$ cat src/rtl/kwdt_pkg.sv
`timescale 1ns/1ps
package kwdt_pkg;
  localparam logic [15:0] KEY_START   = 16'hCCCC;
  localparam logic [15:0] KEY_REFRESH = 16'hAAAA;
  localparam logic [15:0] KEY_UNLOCK  = 16'h5555;

  localparam int OFF_KEY  = 'h00;
  localparam int OFF_PSC  = 'h04;
  localparam int OFF_RLD  = 'h08;
  localparam int OFF_STAT = 'h0C;

  localparam int STAT_PSC_BIT = 0;
  localparam int STAT_RLD_BIT = 1;
endpackage

$ cat src/rtl/kwdt_field.sv
`timescale 1ns/1ps
// shadowed config field: write lands in shadow, applied on apply_i
module kwdt_field #(
  parameter int W = 12,
  parameter logic [W-1:0] RST_VAL = '0
) (
  input  logic         clk_i,
  input  logic         rst_ni,
  input  logic         we_i,
  input  logic [W-1:0] d_i,
  input  logic         apply_i,
  output logic [W-1:0] q_o,
  output logic         pend_o
);
  logic [W-1:0] shadow_q;

  always_ff @(posedge clk_i or negedge rst_ni) begin
    if (!rst_ni) begin
      shadow_q <= RST_VAL;
      q_o      <= RST_VAL;
      pend_o   <= 1'b0;
    end else begin
      if (apply_i && pend_o) q_o <= shadow_q;
      if (we_i) begin
        shadow_q <= d_i;
        pend_o   <= 1'b1;
      end else if (apply_i) begin
        pend_o   <= 1'b0;
      end
    end
  end
endmodule

$ cat src/rtl/kwdt_keys.sv
`timescale 1ns/1ps
module kwdt_keys #(
  parameter int DW = 16
) (
  input  logic          clk_i,
  input  logic          rst_ni,
  input  logic          key_we_i,
  input  logic [DW-1:0] wdata_i,
  output logic          running_o,
  output logic          unlocked_o,
  output logic          restart_o
);
  import kwdt_pkg::*;

  logic is_start, is_refresh;
  assign is_start   = key_we_i && (wdata_i == DW'(KEY_START));
  assign is_refresh = key_we_i && (wdata_i == DW'(KEY_REFRESH));
  assign restart_o  = is_start || (is_refresh && running_o);

  always_ff @(posedge clk_i or negedge rst_ni) begin
    if (!rst_ni) begin
      running_o  <= 1'b0;
      unlocked_o <= 1'b0;
    end else begin
      if (is_start) running_o <= 1'b1;
      if (key_we_i) unlocked_o <= (wdata_i == DW'(KEY_UNLOCK));
    end
  end
endmodule

$ cat src/rtl/kwdt_presc.sv
`timescale 1ns/1ps
module kwdt_presc #(
  parameter int PSC_W    = 3,
  parameter int MIN_LOG2 = 2
) (
  input  logic             clk_i,
  input  logic             rst_ni,
  input  logic             tick_i,
  input  logic             clear_i,
  input  logic [PSC_W-1:0] code_i,
  output logic             ptick_o
);
  localparam int MAX_CODE = (1 << PSC_W) - 2;
  localparam int CNT_W    = MIN_LOG2 + MAX_CODE;

  logic [CNT_W-1:0] cnt_q;
  logic [CNT_W:0]   span;
  logic [CNT_W-1:0] last;

  always_comb begin
    span = (CNT_W+1)'(1) << (int'(code_i) + MIN_LOG2);
    span = span - (CNT_W+1)'(1);
    last = span[CNT_W-1:0];
  end

  assign ptick_o = tick_i && !clear_i && (cnt_q >= last);

  always_ff @(posedge clk_i or negedge rst_ni) begin
    if (!rst_ni)      cnt_q <= '0;
    else if (clear_i) cnt_q <= '0;
    else if (tick_i)  cnt_q <= ptick_o ? '0 : cnt_q + 1'b1;
  end
endmodule

$ cat src/rtl/kwdt_count.sv
`timescale 1ns/1ps
module kwdt_count #(
  parameter int RLD_W = 12
) (
  input  logic             clk_i,
  input  logic             rst_ni,
  input  logic             load_i,
  input  logic             ptick_i,
  input  logic             run_i,
  input  logic [RLD_W-1:0] rld_i,
  output logic             wdt_rst_o
);
  logic [RLD_W-1:0] cnt_q;

  always_ff @(posedge clk_i or negedge rst_ni) begin
    if (!rst_ni) begin
      cnt_q     <= '1;
      wdt_rst_o <= 1'b0;
    end else begin
      wdt_rst_o <= 1'b0;
      if (load_i) begin
        cnt_q <= rld_i;
      end else if (ptick_i && run_i) begin
        if (cnt_q == '0) begin
          wdt_rst_o <= 1'b1;
          cnt_q     <= rld_i;
        end else begin
          cnt_q <= cnt_q - 1'b1;
        end
      end
    end
  end
endmodule

$ cat src/rtl/kwdt_top.sv
`timescale 1ns/1ps
module kwdt_top #(
  parameter int ADDR_W   = 5,
  parameter int DW       = 16,
  parameter int PSC_W    = 3,
  parameter int RLD_W    = 12,
  parameter int MIN_LOG2 = 2
) (
  input  logic              clk_i,
  input  logic              rst_ni,
  input  logic              tick_i,
  input  logic              we_i,
  input  logic [ADDR_W-1:0] addr_i,
  input  logic [DW-1:0]     wdata_i,
  output logic [DW-1:0]     rdata_o,
  output logic              wdt_rst_o
);
  import kwdt_pkg::*;

  localparam int MAX_CODE = (1 << PSC_W) - 2;

  logic hit_key, hit_psc, hit_rld, hit_stat;
  assign hit_key  = addr_i == ADDR_W'(OFF_KEY);
  assign hit_psc  = addr_i == ADDR_W'(OFF_PSC);
  assign hit_rld  = addr_i == ADDR_W'(OFF_RLD);
  assign hit_stat = addr_i == ADDR_W'(OFF_STAT);

  logic running, unlocked, restart, ptick;
  logic pend_psc, pend_rld;
  logic [PSC_W-1:0] psc, psc_wr;
  logic [RLD_W-1:0] rld;

  kwdt_keys #(.DW(DW)) u_keys (
    .clk_i      (clk_i),
    .rst_ni     (rst_ni),
    .key_we_i   (we_i && hit_key),
    .wdata_i    (wdata_i),
    .running_o  (running),
    .unlocked_o (unlocked),
    .restart_o  (restart)
  );

  // the one unused code folds onto the largest divisor
  assign psc_wr = (wdata_i[PSC_W-1:0] > PSC_W'(MAX_CODE)) ? PSC_W'(MAX_CODE)
                                                          : wdata_i[PSC_W-1:0];

  kwdt_field #(.W(PSC_W), .RST_VAL('0)) u_psc (
    .clk_i   (clk_i),
    .rst_ni  (rst_ni),
    .we_i    (we_i && hit_psc && unlocked),
    .d_i     (psc_wr),
    .apply_i (ptick),
    .q_o     (psc),
    .pend_o  (pend_psc)
  );

  kwdt_field #(.W(RLD_W), .RST_VAL('1)) u_rld (
    .clk_i   (clk_i),
    .rst_ni  (rst_ni),
    .we_i    (we_i && hit_rld && unlocked),
    .d_i     (wdata_i[RLD_W-1:0]),
    .apply_i (ptick),
    .q_o     (rld),
    .pend_o  (pend_rld)
  );

  kwdt_presc #(.PSC_W(PSC_W), .MIN_LOG2(MIN_LOG2)) u_presc (
    .clk_i   (clk_i),
    .rst_ni  (rst_ni),
    .tick_i  (tick_i),
    .clear_i (restart),
    .code_i  (psc),
    .ptick_o (ptick)
  );

  kwdt_count #(.RLD_W(RLD_W)) u_count (
    .clk_i     (clk_i),
    .rst_ni    (rst_ni),
    .load_i    (restart),
    .ptick_i   (ptick),
    .run_i     (running),
    .rld_i     (rld),
    .wdt_rst_o (wdt_rst_o)
  );

  always_comb begin
    rdata_o = '0;
    if (hit_psc) rdata_o = DW'(psc);
    if (hit_rld) rdata_o = DW'(rld);
    if (hit_stat) begin
      rdata_o[STAT_PSC_BIT] = pend_psc;
      rdata_o[STAT_RLD_BIT] = pend_rld;
    end
  end
endmodule

$ cat config.mk
export PLATFORM = sky130hd
export DESIGN_NAME = kwdt_top
export DESIGN_NICKNAME = d
export VERILOG_FILES = /design/src/rtl/kwdt_pkg.sv /design/src/rtl/kwdt_field.sv /design/src/rtl/kwdt_keys.sv /design/src/rtl/kwdt_presc.sv /design/src/rtl/kwdt_count.sv /design/src/rtl/kwdt_top.sv
export SDC_FILE = /design/constraint.sdc
export NUM_CORES = 1
export LEC_CHECK = 0
export ABC_AREA = 1
export BUFFER_PORTS_ARGS = -buffer_cell sky130_fd_sc_hd__clkbuf_2
export CORE_MARGIN = 1.5
export CORE_UTILIZATION = 36
export CTS_BUF_LIST = sky130_fd_sc_hd__clkbuf_4
export DETAILED_ROUTE_END_ITERATION = 8
export GPL_TIMING_DRIVEN = 0
export SLEW_MARGIN = 15
export SYNTH_ARGS = -nofsm -noshare
export SYNTH_HDL_FRONTEND = slang
export SYNTH_HIERARCHICAL = 1
export SYNTH_SLANG_ARGS = --single-unit
$ cat constraint.sdc
create_clock -name clk_i -period 3.15 [get_ports clk_i]
set_clock_uncertainty 0.1 [all_clocks]
set_input_delay 0.1575 -clock clk_i [delete_from_list [all_inputs] [get_ports clk_i]]
set_output_delay 0.1575 -clock clk_i [all_outputs]
set_load 0.005 [all_outputs]
Yosys cells after proc, flatten, opt, wreduce, memory -nomap -nowiden:

Cells that the tools add are included.

* input bits: 25
* bits in registers: 55
* word-level logic and storage cells: 61
* output and inout bits: 17

* eq/ne operators: 6
* $lt $le $gt $ge: 2
* mux-type cells: 16
* shift operators: 1
* add/sub/neg operators: 4
* reductions and logical operators: 21

Operators with widths (number)
* $mux 12: 3
* $eq 16x16->1 const B: 2
* $shl 1x32->8 const A: 1
* $mux 8: 3
* $eq 16x15->1 const B: 1
* $mux 16: 1
* $logic_and 1x1->1: 13
* $logic_not 12->1: 1
* $sub 12x1->12 const B: 1
* $eq 5x4->1 const B: 2
* $add 8x1->8 const B: 1
* $ge 8x8->1: 1
* $reduce_bool 2->1: 4
* $sub 8x1->8 const B: 1
* $mux 1: 6
* $mux 3: 2
* $eq 5x3->1 const B: 1
* $logic_not 5->1: 1
* $add 3x2->4 const B: 1
* $gt 3x3->1 const B: 1
* $mux 2: 1
* $logic_not 1->1: 1
* $logic_or 1x1->1: 1

Longest topological paths before layout:

Gate-level depths: netlist of run 1.

* depth in word-level cells: 11
* depth in mapped cells: 18
* mapped depth without buffers: 18

Modules after synthesis:

The synthesis of run 1 kept the hierarchy.

Modules (own cells, without submodules)
* kwdt_field (u_rld): seq. area each 655.6 µm², area an instance 998.5 µm², cells an instance 106, instances 1
* kwdt_count: seq. area each 340.3 µm², area an instance 973.4 µm², cells an instance 152, instances 1
* kwdt_presc: seq. area each 200.2 µm², area an instance 798.3 µm², cells an instance 112, instances 1
* kwdt_keys: seq. area each 50.0 µm², area an instance 284.0 µm², cells an instance 55, instances 1
* kwdt_top: seq. area each 0.0 µm², area an instance 280.3 µm², cells an instance 51, instances 1
* kwdt_field (u_psc): seq. area each 175.2 µm², area an instance 262.8 µm², cells an instance 29, instances 1

Least setup slack after synthesis of run 1:

OpenSTA, ideal clock, no wires.

* path kind: flip-flop to flip-flop
* start point: register u_psc.q_o[1]
* end point: register u_count.cnt_q[3]
* buffers on the path: 1
* data arrival time: 2.818 ns
* period minus slack after synthesis: 2.996 ns
* setup slack: 0.154 ns
* required time: 2.971 ns
* stages on the path, launching flop included: 19
* setup time: 0.079 ns
* cell sequence: dfrtp_1 > inv_1 > ha_1 > inv_1 > nor4_1 > xnor2_1 > ha_1 > nand2_2 > inv_1 > a21oi_2 > nand2_1 > o21ai_0 > inv_1 > nand2_1 > nand2_1 > inv_1 > clkbuf_1 > nand2_1 > o21ai_0

* longest elaborated chain between the ends: 7

RTL lines
* start: declaration: RTL line kwdt_field.sv:12 `output logic [W-1:0] q_o,`
* start signal: assignment: RTL line kwdt_field.sv:23 `if (apply_i && pend_o) q_o <= shadow_q;`
* $add 3x2->4: RTL line kwdt_presc.sv:21 `span = (CNT_W+1)'(1) << (int'(code_i) + MIN_LOG2);`
* $shl 1x32->8: RTL line kwdt_presc.sv:21
* $sub 8x1->8: RTL line kwdt_presc.sv:22 `span = span - (CNT_W+1)'(1);`
* $ge 8x8->1: RTL line kwdt_presc.sv:26 `assign ptick_o = tick_i && !clear_i && (cnt_q >= last);`
* $logic_and 1x1->1: RTL line kwdt_presc.sv:26
* net ptick: RTL line kwdt_top.sv:28 `logic running, unlocked, restart, ptick;`
* $logic_and 1x1->1: RTL line kwdt_count.sv:23 `end else if (ptick_i && run_i) begin`
* $reduce_bool 2->1 (no line)
* end signal: assignment: RTL line kwdt_count.sv:22 `cnt_q <= rld_i;`
* end signal: assignment: RTL line kwdt_count.sv:26 `cnt_q <= rld_i;`
* end signal: assignment: RTL line kwdt_count.sv:28 `cnt_q <= cnt_q - 1'b1;`
* end: declaration: RTL line kwdt_count.sv:13 `logic [RLD_W-1:0] cnt_q;`

The timed path passes the listed nets, and every way through them passes these cells.
A chain may end at the register's enable or synchronous reset.

Worst setup path in the final report of run 1:

Ends and elaborated chain as after synthesis.

==> flow_metrics.env, run 1 <==
export IMPL_outcome="complete, no violations"
export IMPL_clk_pin_slew_worst_paths_ps=170
export IMPL_postRouteWirelength_um=7780
export IMPL_hold_end="u_keys/running_o"
export IMPL_synthAdderAreaFrac=0.0522
export IMPL_overflow=0
export IMPL_clock_latency_ps=380
export IMPL_antenna_found_initial=1
export IMPL_clockRootBuffer="clkbuf_4"
export IMPL_ff2ff_setup_slack_ps=220
export IMPL_place_gp_congestion=0.840
export IMPL_wl_per_cell_um=11.0
export IMPL_muxShareOfSynthArea=0
export IMPL_synth_seq_cells=55
export IMPL_clkPwrFrac=0.176
export IMPL_min_delay_start="wdata_i[13]"
export IMPL_synth_area_leader_cell="dfstp_2"
export IMPL_crit_fanout=11
export IMPL_hp_class="in -> reg"
export IMPL_fin_crit_ps=2930
export IMPL_grt_pass1_vias=3143
export IMPL_reg2reg_from="u_psc/q_o[1]"
export IMPL_start_util=0.370
export IMPL_hold_viol_final=0
export IMPL_irDropWorstVdd_mv=0.181
export IMPL_crit_chain="buf_4, buf_4, ha_1, nor3_2, xnor2_1, ha_1, nand2_2, inv_1, a21oi_2, nand2_2, o21ai_4, inv_4, nand2_2, nand2_1, inv_2, clkbuf_8, nand2_1, o21ai_0"
export IMPL_layout_cells_non_filler=707
export IMPL_max_freq_mhz=341
export IMPL_clockBufferDepth=2
export IMPL_ant_nets=0
export IMPL_setup_violations=0
export IMPL_htree_num_levels=2
export IMPL_cp_slowest_cell="dfrtp_2"
export IMPL_worstRegToRegCells=18
export IMPL_grtUsageTotal=0.160
export IMPL_setup_slack_ps=218
export IMPL_cp_depth=18
export IMPL_n_fill_cell=1017
export IMPL_max_slew_worst_pin_slew_ps=756
export IMPL_hold_path_depth=6
export IMPL_ys_flop_type="dfstp_2"
export IMPL_synth_xor_area_frac=0.0146
export IMPL_syn_inst=505
export IMPL_dp_hpwl_um=5840
export IMPL_synth_distinct_cells=35
export IMPL_drt_initial_drc_count=86
export IMPL_dr_pass1_iters=4
export IMPL_core_um2=9730
export IMPL_required_ps=3370
export IMPL_drive_gt1_frac=0.239
export IMPL_syn2layout_area_growth_pct=20.7
export IMPL_reg2reg_to="u_count/cnt_q[3]"
export IMPL_p_seq_frac=0.417
export IMPL_internal_power_mw=1.38
export IMPL_combPwrFrac=0.408
export IMPL_pre_cts_slack_ps=-539
export IMPL_synth_simple_area_share=0.407
export IMPL_ios=42
export IMPL_switching_share=0.402
export IMPL_final_nets=612
export IMPL_synth_edf_count=0
export IMPL_cts_made_buffers=5
export IMPL_clock_sinks=55
export IMPL_synth_compound_area_frac=0.0240
export IMPL_synth_avg_cell_area_um2=7.12
export IMPL_drc=0
export IMPL_syn_area_um2=3600
export IMPL_yosysTopAreaCellShare=0.263
export IMPL_path_common_cell="nand2_2"
export IMPL_synth_top_family_by_area="simple AND/OR/NAND/NOR gates"
export IMPL_crit_family="buffers and inverters"
export IMPL_io_buffers=37
export IMPL_synth_area_leaders="dfstp_2 26%, nand2_1 20%, dfrtp_1 13%"
export IMPL_viasPerCell=4.56
export IMPL_rows=36
export IMPL_power_switching_mw=0.928
export IMPL_grt_max_degree=56
export IMPL_via_count=3223
export IMPL_slowest_delay_ps=440
export IMPL_rsz0062_at_grt="false"
export IMPL_yosysSeqAreaShare=0.395
export IMPL_cellPowerDensity_nw_per_um2=531
export IMPL_critical_path_class="reg -> reg"
export IMPL_maxCapViolCount=0
export IMPL_maxSlewViolCount=0
export IMPL_synthArstFlopShare=1.00
export IMPL_chipHeight_um=103
export IMPL_grt_pass1_wl_um=13400
export IMPL_critical_path_arrival_ps=3150
export IMPL_yosysWarnings=6
export IMPL_fin_crit_sh=0.931
export IMPL_place_inst=678
export IMPL_worst_setup_path_start_kind="flop"
export IMPL_slew_headroom=0.496
export IMPL_worst_setup_path_end_kind="flop"
export IMPL_dieArea_um2=10600
export IMPL_cp_num_buf_inv=6
export IMPL_cts_tree="done"
export IMPL_fp_dieW_um=103
export IMPL_timing_hold_ws_ps=33.8
export IMPL_p_leak_nw=2.12
==> how the worst max path moves through the flow <==
| stage | startpoint | to | slack [ps] |
|---|---|---|---|
| 3_5_place_dp | u_psc/q_o[1] | u_count/cnt_q[1] | -540 |
| 5_1_grt | u_psc/q_o[1] | u_count/cnt_q[1] | 7 |
| 3_3_place_gp | u_psc/q_o[1] | u_count/cnt_q[3] | -470 |
| 6_report | u_psc/q_o[1] | u_count/cnt_q[3] | 220 |
| 4_1_cts | u_psc/q_o[1] | u_count/cnt_q[1] | 30 |
| 2_1_floorplan | u_psc/q_o[1] | u_count/cnt_q[3] | 150 |
==> tightest hold or removal path, cell delays in order <==
cell      delay [ps]
clkbuf_2         100
nor2_2            40
nand2_1           40
nor2_1            40
nand3_2           70
nand2_1           40
==> routing by layer <==
| layer | vias up | wire length (um) | share of wire | track usage |
|---|---|---|---|---|
| met2 | 50 | 4020 | 0.52 | 0.302 |
| met5 | - | 0 | 0 | 0 |
| met4 | 0 | 155 | 0.020 | 0.0551 |
| met3 | 12 | 192 | 0.025 | 0.0224 |
| met1 | 1468 | 3420 | 0.44 | 0.184 |
| li1 | 1693 | - | - | - |
==> through the flow <==
stage	TNS, ps	utilization	total power, mW	cell area [um2]
after floorplan	0	-	1.62	3610
after CTS	0	0.438	2.30	4260
after global routing	0	0.446	2.51	4340
after detailed placement	-5720	0.407	1.84	3960
after global placement	-4940	0.407	1.82	3960
final	0	0.446	2.31	4340
==> registers in the layout, summed over array words and instances (netlist names) <==
register           flops
u_psc/shadow_q         3
u_rld/shadow_q        12
u_count/cnt_q         12
u_count/wdt_rst_o      1
u_keys/unlocked_o      1
u_keys/running_o       1
u_rld/pend_o           1
u_rld/q_o             12
u_psc/q_o              3
u_presc/cnt_q          8
u_psc/pend_o           1
==> cell type report <==
cell class | count | area (um2) | area share
clock buffers | 5 | 37.5 | 0.00864
well taps | 133 | 166 | 0.0383
plain buffers | 15 | 120 | 0.0277
inverters | 73 | 277 | 0.0637
flip-flops and latches | 55 | 1420 | 0.328
clock inverters | 3 | 47.5 | 0.0109
diodes | 1 | 2.50 | 0.000576
repair buffers | 57 | 380 | 0.0876
multi-input cells | 365 | 1890 | 0.435
==> repair_timing <==
item	4_1_cts	5_1_grt
setup endpoints to repair	13	12
gates resized for setup	7	18
setup buffers	3	0
hold buffers	17	0
pin swaps	0	4
endpoints found under the hold margin	33	0
==> kinds of logic (layout without fill, tap and decap cells) <==
group                      count (synthesis)  in the layout
and+or+nand+nor                          325            325
buffers and inverters                     88            153
DFF                                       55             55
adders and majority gates                 15             15
AOI/OAI and AO/OA                         15             15
xor gates and xnor gates                   6              6
other                                      1              5
==> power groups by stage <==
stage / sequential (mW) / combinational, mW / clock [mW]
finish: 0.961 / 0.941 / 0.405
global route: 0.976 / 1.08 / 0.455
CTS: 0.961 / 0.909 / 0.434
detailed placement: 0.974 / 0.870 / 0
global placement: 0.969 / 0.851 / 0
floorplan: 0.943 / 0.674 / 0
==> Yosys cell counts (4+ instances only) <==
master    instances
ha_1             15
nand3b_1          5
buf_4             7
nand4_1          10
dfrtp_1          19
nor3_1            7
inv_1            69
dfstp_2          36
nand2_1         188
nor2_2            9
nand3_1          47
xor2_1            4
nor2_1           43
o21ai_0           8
==> layout by cell type (no fill, tap or decap), types with 3 or more instances in the layout <==
cell / instances
a21oi_1: 3
nor2_4: 3
nand3b_1: 5
nand3_1: 47
buf_6: 3
nor2_1: 43
nand2_2: 5
dfrtp_1: 18
ha_1: 13
dfstp_2: 36
inv_1: 66
buf_4: 11
conb_1: 4
nor3_1: 5
inv_2: 4
clkbuf_2: 36
nand2_1: 185
nand2_4: 3
xor2_1: 4
o21ai_0: 7
nand4_1: 10
nor2_2: 9
clkbuf_4: 6
nor3_4: 3
dlygate4sd3_1: 17
(Power assumes the default switching activity.)
==> run 2: changes to the inputs <==
--- a/config.mk
+++ b/config.mk
@@ -17,3 +17,2 @@
 export SYNTH_HDL_FRONTEND = slang
-export SYNTH_HIERARCHICAL = 1
 export SYNTH_SLANG_ARGS = --single-unit
==> constraint.sdc (replaced) <==
create_clock -name clk_i -period 3.15 [get_ports clk_i]
set_clock_uncertainty 0.1 [all_clocks]
set_input_delay 0.945 -clock clk_i [delete_from_list [all_inputs] [get_ports clk_i]]
set_output_delay 0.945 -clock clk_i [all_outputs]
set_load 0.005 [all_outputs]
==> run 2 against run 1 <==
Register-to-register slack better by 20 ps. Clock-buffer cell count unchanged. Routed wire length rose by 3.0%.
==> flow_metrics.env, run 2 <==
export IMPL_outcome="complete, no violations"
export IMPL_yosysSeqAreaShare=0.400
export IMPL_fin_crit_ps=3070
export IMPL_place_gp_congestion=0.833
export IMPL_wl_per_cell_um=11.9
export IMPL_critical_path_arrival_ps=2030
export IMPL_power_switching_mw=0.942
export IMPL_core_um2=9680
export IMPL_syn_inst=487
export IMPL_syn2layout_area_growth_pct=14.4
export IMPL_slew_headroom=0.616
export IMPL_max_slew_worst_pin_slew_ps=573
export IMPL_crit_end="rdata_o[4]"
export IMPL_switching_share=0.400
export IMPL_ios=42
export IMPL_hp_class="in -> async"
export IMPL_ant_nets=0
export IMPL_final_nets=577
export IMPL_irDropWorstVdd_mv=0.191
export IMPL_required_ps=2100
export IMPL_clockRootBuffer="clkbuf_4"
export IMPL_dpl_instance_area_um2=3950
export IMPL_drt_initial_drc_count=99
export IMPL_timing_hold_ws_ps=300
export IMPL_syn_area_um2=3550
export IMPL_setup_slack_ps=75.7
export IMPL_worstSetupStartpoint="addr_i[1]"
export IMPL_yosysTopAreaCellShare=0.266
export IMPL_clock_latency_ps=390
export IMPL_overflow=0
export IMPL_synth_most_common_cell="nand2_1"
export IMPL_final_cell_mix="160 x nand2_1, 60 x inv_1, 52 x nor2_1"
export IMPL_clkPwrFrac=0.172
export IMPL_dp_hpwl_um=6310
export IMPL_internal_power_mw=1.41
export IMPL_ys_flop_type="dfstp_2"
export IMPL_combPwrFrac=0.428
export IMPL_synth_area_leader_cell="dfstp_2"
export IMPL_dieArea_um2=10500
export IMPL_grt_pass1_vias=2950
export IMPL_fp_dieW_um=102
export IMPL_p_seq_frac=0.400
export IMPL_synth_edf_count=0
export IMPL_reg2reg_to="u_count.wdt_rst_o"
export IMPL_worst_setup_path_start_kind="input port"
export IMPL_pre_cts_slack_ps=-65.5
export IMPL_clk_pin_slew_worst_paths_ps=160
export IMPL_rows=36
export IMPL_drc=0
export IMPL_setup_tns_final_ps=0
export IMPL_dr_pass1_iters=4
export IMPL_hold_viol_final=0
export IMPL_synthArstFlopShare=1.00
export IMPL_synth_seq_cells=55
export IMPL_cellPowerDensity_nw_per_um2=579
export IMPL_drive_gt1_frac=0.234
export IMPL_maxCapViolCount=0
export IMPL_chipHeight_um=102
export IMPL_clockBufferDepth=2
export IMPL_cts_made_buffers=5
export IMPL_antenna_found_initial=0
export IMPL_cts_tree="done"
export IMPL_synth_top_cells_by_count="160 x nand2_1, 62 x inv_1, 53 x nor2_1, 36 x dfstp_2, 31 x nand3_1"
export IMPL_reg_top3="u_count.cnt_q (12), u_rld.q_o (12), u_rld.shadow_q (12)"
export IMPL_max_freq_mhz=325
export IMPL_final_common_cell="nand2_1"
export IMPL_reg2reg_from="u_psc.q_o[1]"
export IMPL_worstRegToRegCells=15
export IMPL_synth_avg_cell_area_um2=7.30
export IMPL_yosysWarnings=0
export IMPL_grt_max_degree=46
export IMPL_crit_fanout=10
export IMPL_rsz0062_at_grt="true"
export IMPL_viasPerCell=4.63
export IMPL_cts_hold_buffers=0
export IMPL_setup_violations=0
export IMPL_grtUsageTotal=0.167
export IMPL_n_fill_cell=1015
export IMPL_p_leak_nw=1.96
export IMPL_start_util=0.367
export IMPL_maxSlewViolCount=0
export IMPL_postRouteWirelength_um=8010
export IMPL_grt_pass1_wl_um=13700
export IMPL_via_count=3109
export IMPL_io_buffers=37
export IMPL_final_area_um2=4070
export IMPL_clock_sinks=55
export IMPL_ff2ff_setup_slack_ps=240
export IMPL_htree_num_levels=2
export IMPL_critical_path_class="in -> out"
export IMPL_synth_distinct_cells=41
export IMPL_synth_area_leaders="dfstp_2 27%, nand2_1 17%, dfrtp_1 13%"
export IMPL_worst_setup_path_end_kind="output port"
export IMPL_fin_crit_sh=0.976
export IMPL_antenna_cells=0
run 2: power by group through the flow:
stage	combinational, mW	clock (mW)	sequential (mW)
detailed placement	0.974	0	0.955
floorplan	0.761	0	0.925
global placement	0.953	0	0.952
finish	1.01	0.404	0.942
global route	1.17	0.443	0.963
CTS	0.981	0.421	0.944
run 2: routing by layer:
layer  GRT usage  up-vias  routed length, um  part of all wire
met3      0.0260        8                261             0.033
li1            -     1623                  -                 -
met5           0        -                  0                 0
met4      0.0516        0                 90             0.011
met2       0.294       50               4060              0.51
met1       0.210     1428               3600              0.45
run 2: area by class of cell:
class	instances	area [um2]	share of cell area
well taps	133	166	0.0409
flip-flops and latches	55	1420	0.350
multi-input cells	356	1820	0.448
clock buffers	5	37.5	0.00923
inverters	65	244	0.0600
clock inverters	3	42.5	0.0105
repair buffers	40	230	0.0566
plain buffers	14	100	0.0246
run 2: cell families (layout without fill, tap and decap cells):
logic type / after synthesis / in the layout / synth area share
AOI/OAI and AO/OA: 41 / 41 / 0.0651
xor gates and xnor gates: 11 / 11 / 0.0271
adders and majority gates: 15 / 15 / 0.0528
buffers and inverters: 79 / 127 / 0.0964
DFF: 55 / 55 / 0.400
muxes: 4 / 4 / 0.0127
other: 1 / 4 / 0.00105
and+or+nand+nor: 281 / 281 / 0.345
run 2: worst min path at each step:
| stage | from | to | slack, ps | depth (start not counted) |
|---|---|---|---|---|
| global placement | u_rld.q_o[4] | u_rld.q_o[4] | 350 | 2 |
| detailed placement | u_rld.q_o[4] | u_rld.q_o[4] | 350 | 2 |
| global route | rst_ni | u_count.wdt_rst_o | 280 | 1 |
| finish | rst_ni | u_count.wdt_rst_o | 300 | 1 |
| CTS | rst_ni | u_count.wdt_rst_o | 280 | 1 |
| floorplan | u_rld.q_o[1] | u_rld.q_o[1] | 340 | 2 |
run 2: repair_timing:
| item | in CTS | in global routing |
|---|---|---|
| setup buffers | 0 | 2 |
| gates resized for setup | 2 | 7 |
| setup endpoints to repair | 8 | 39 |
run 2: critical path: stages:
cell and delay, ps:
clkbuf_2 80, nor2_2 130, nand2_2 100, nor3_4 160, inv_1 80, clkbuf_2 200
nor2_1 190, clkbuf_2 140
run 2: per-stage QoR:
stage / instances / utilization / power [mW]
4_1_cts: 669 / 0.416 / 2.35
3_3_place_gp: 660 / 0.405 / 1.90
5_1_grt: 671 / 0.420 / 2.57
3_5_place_dp: 661 / 0.408 / 1.93
6_report: 671 / 0.420 / 2.35
2_1_floorplan: 490 / - / 1.69
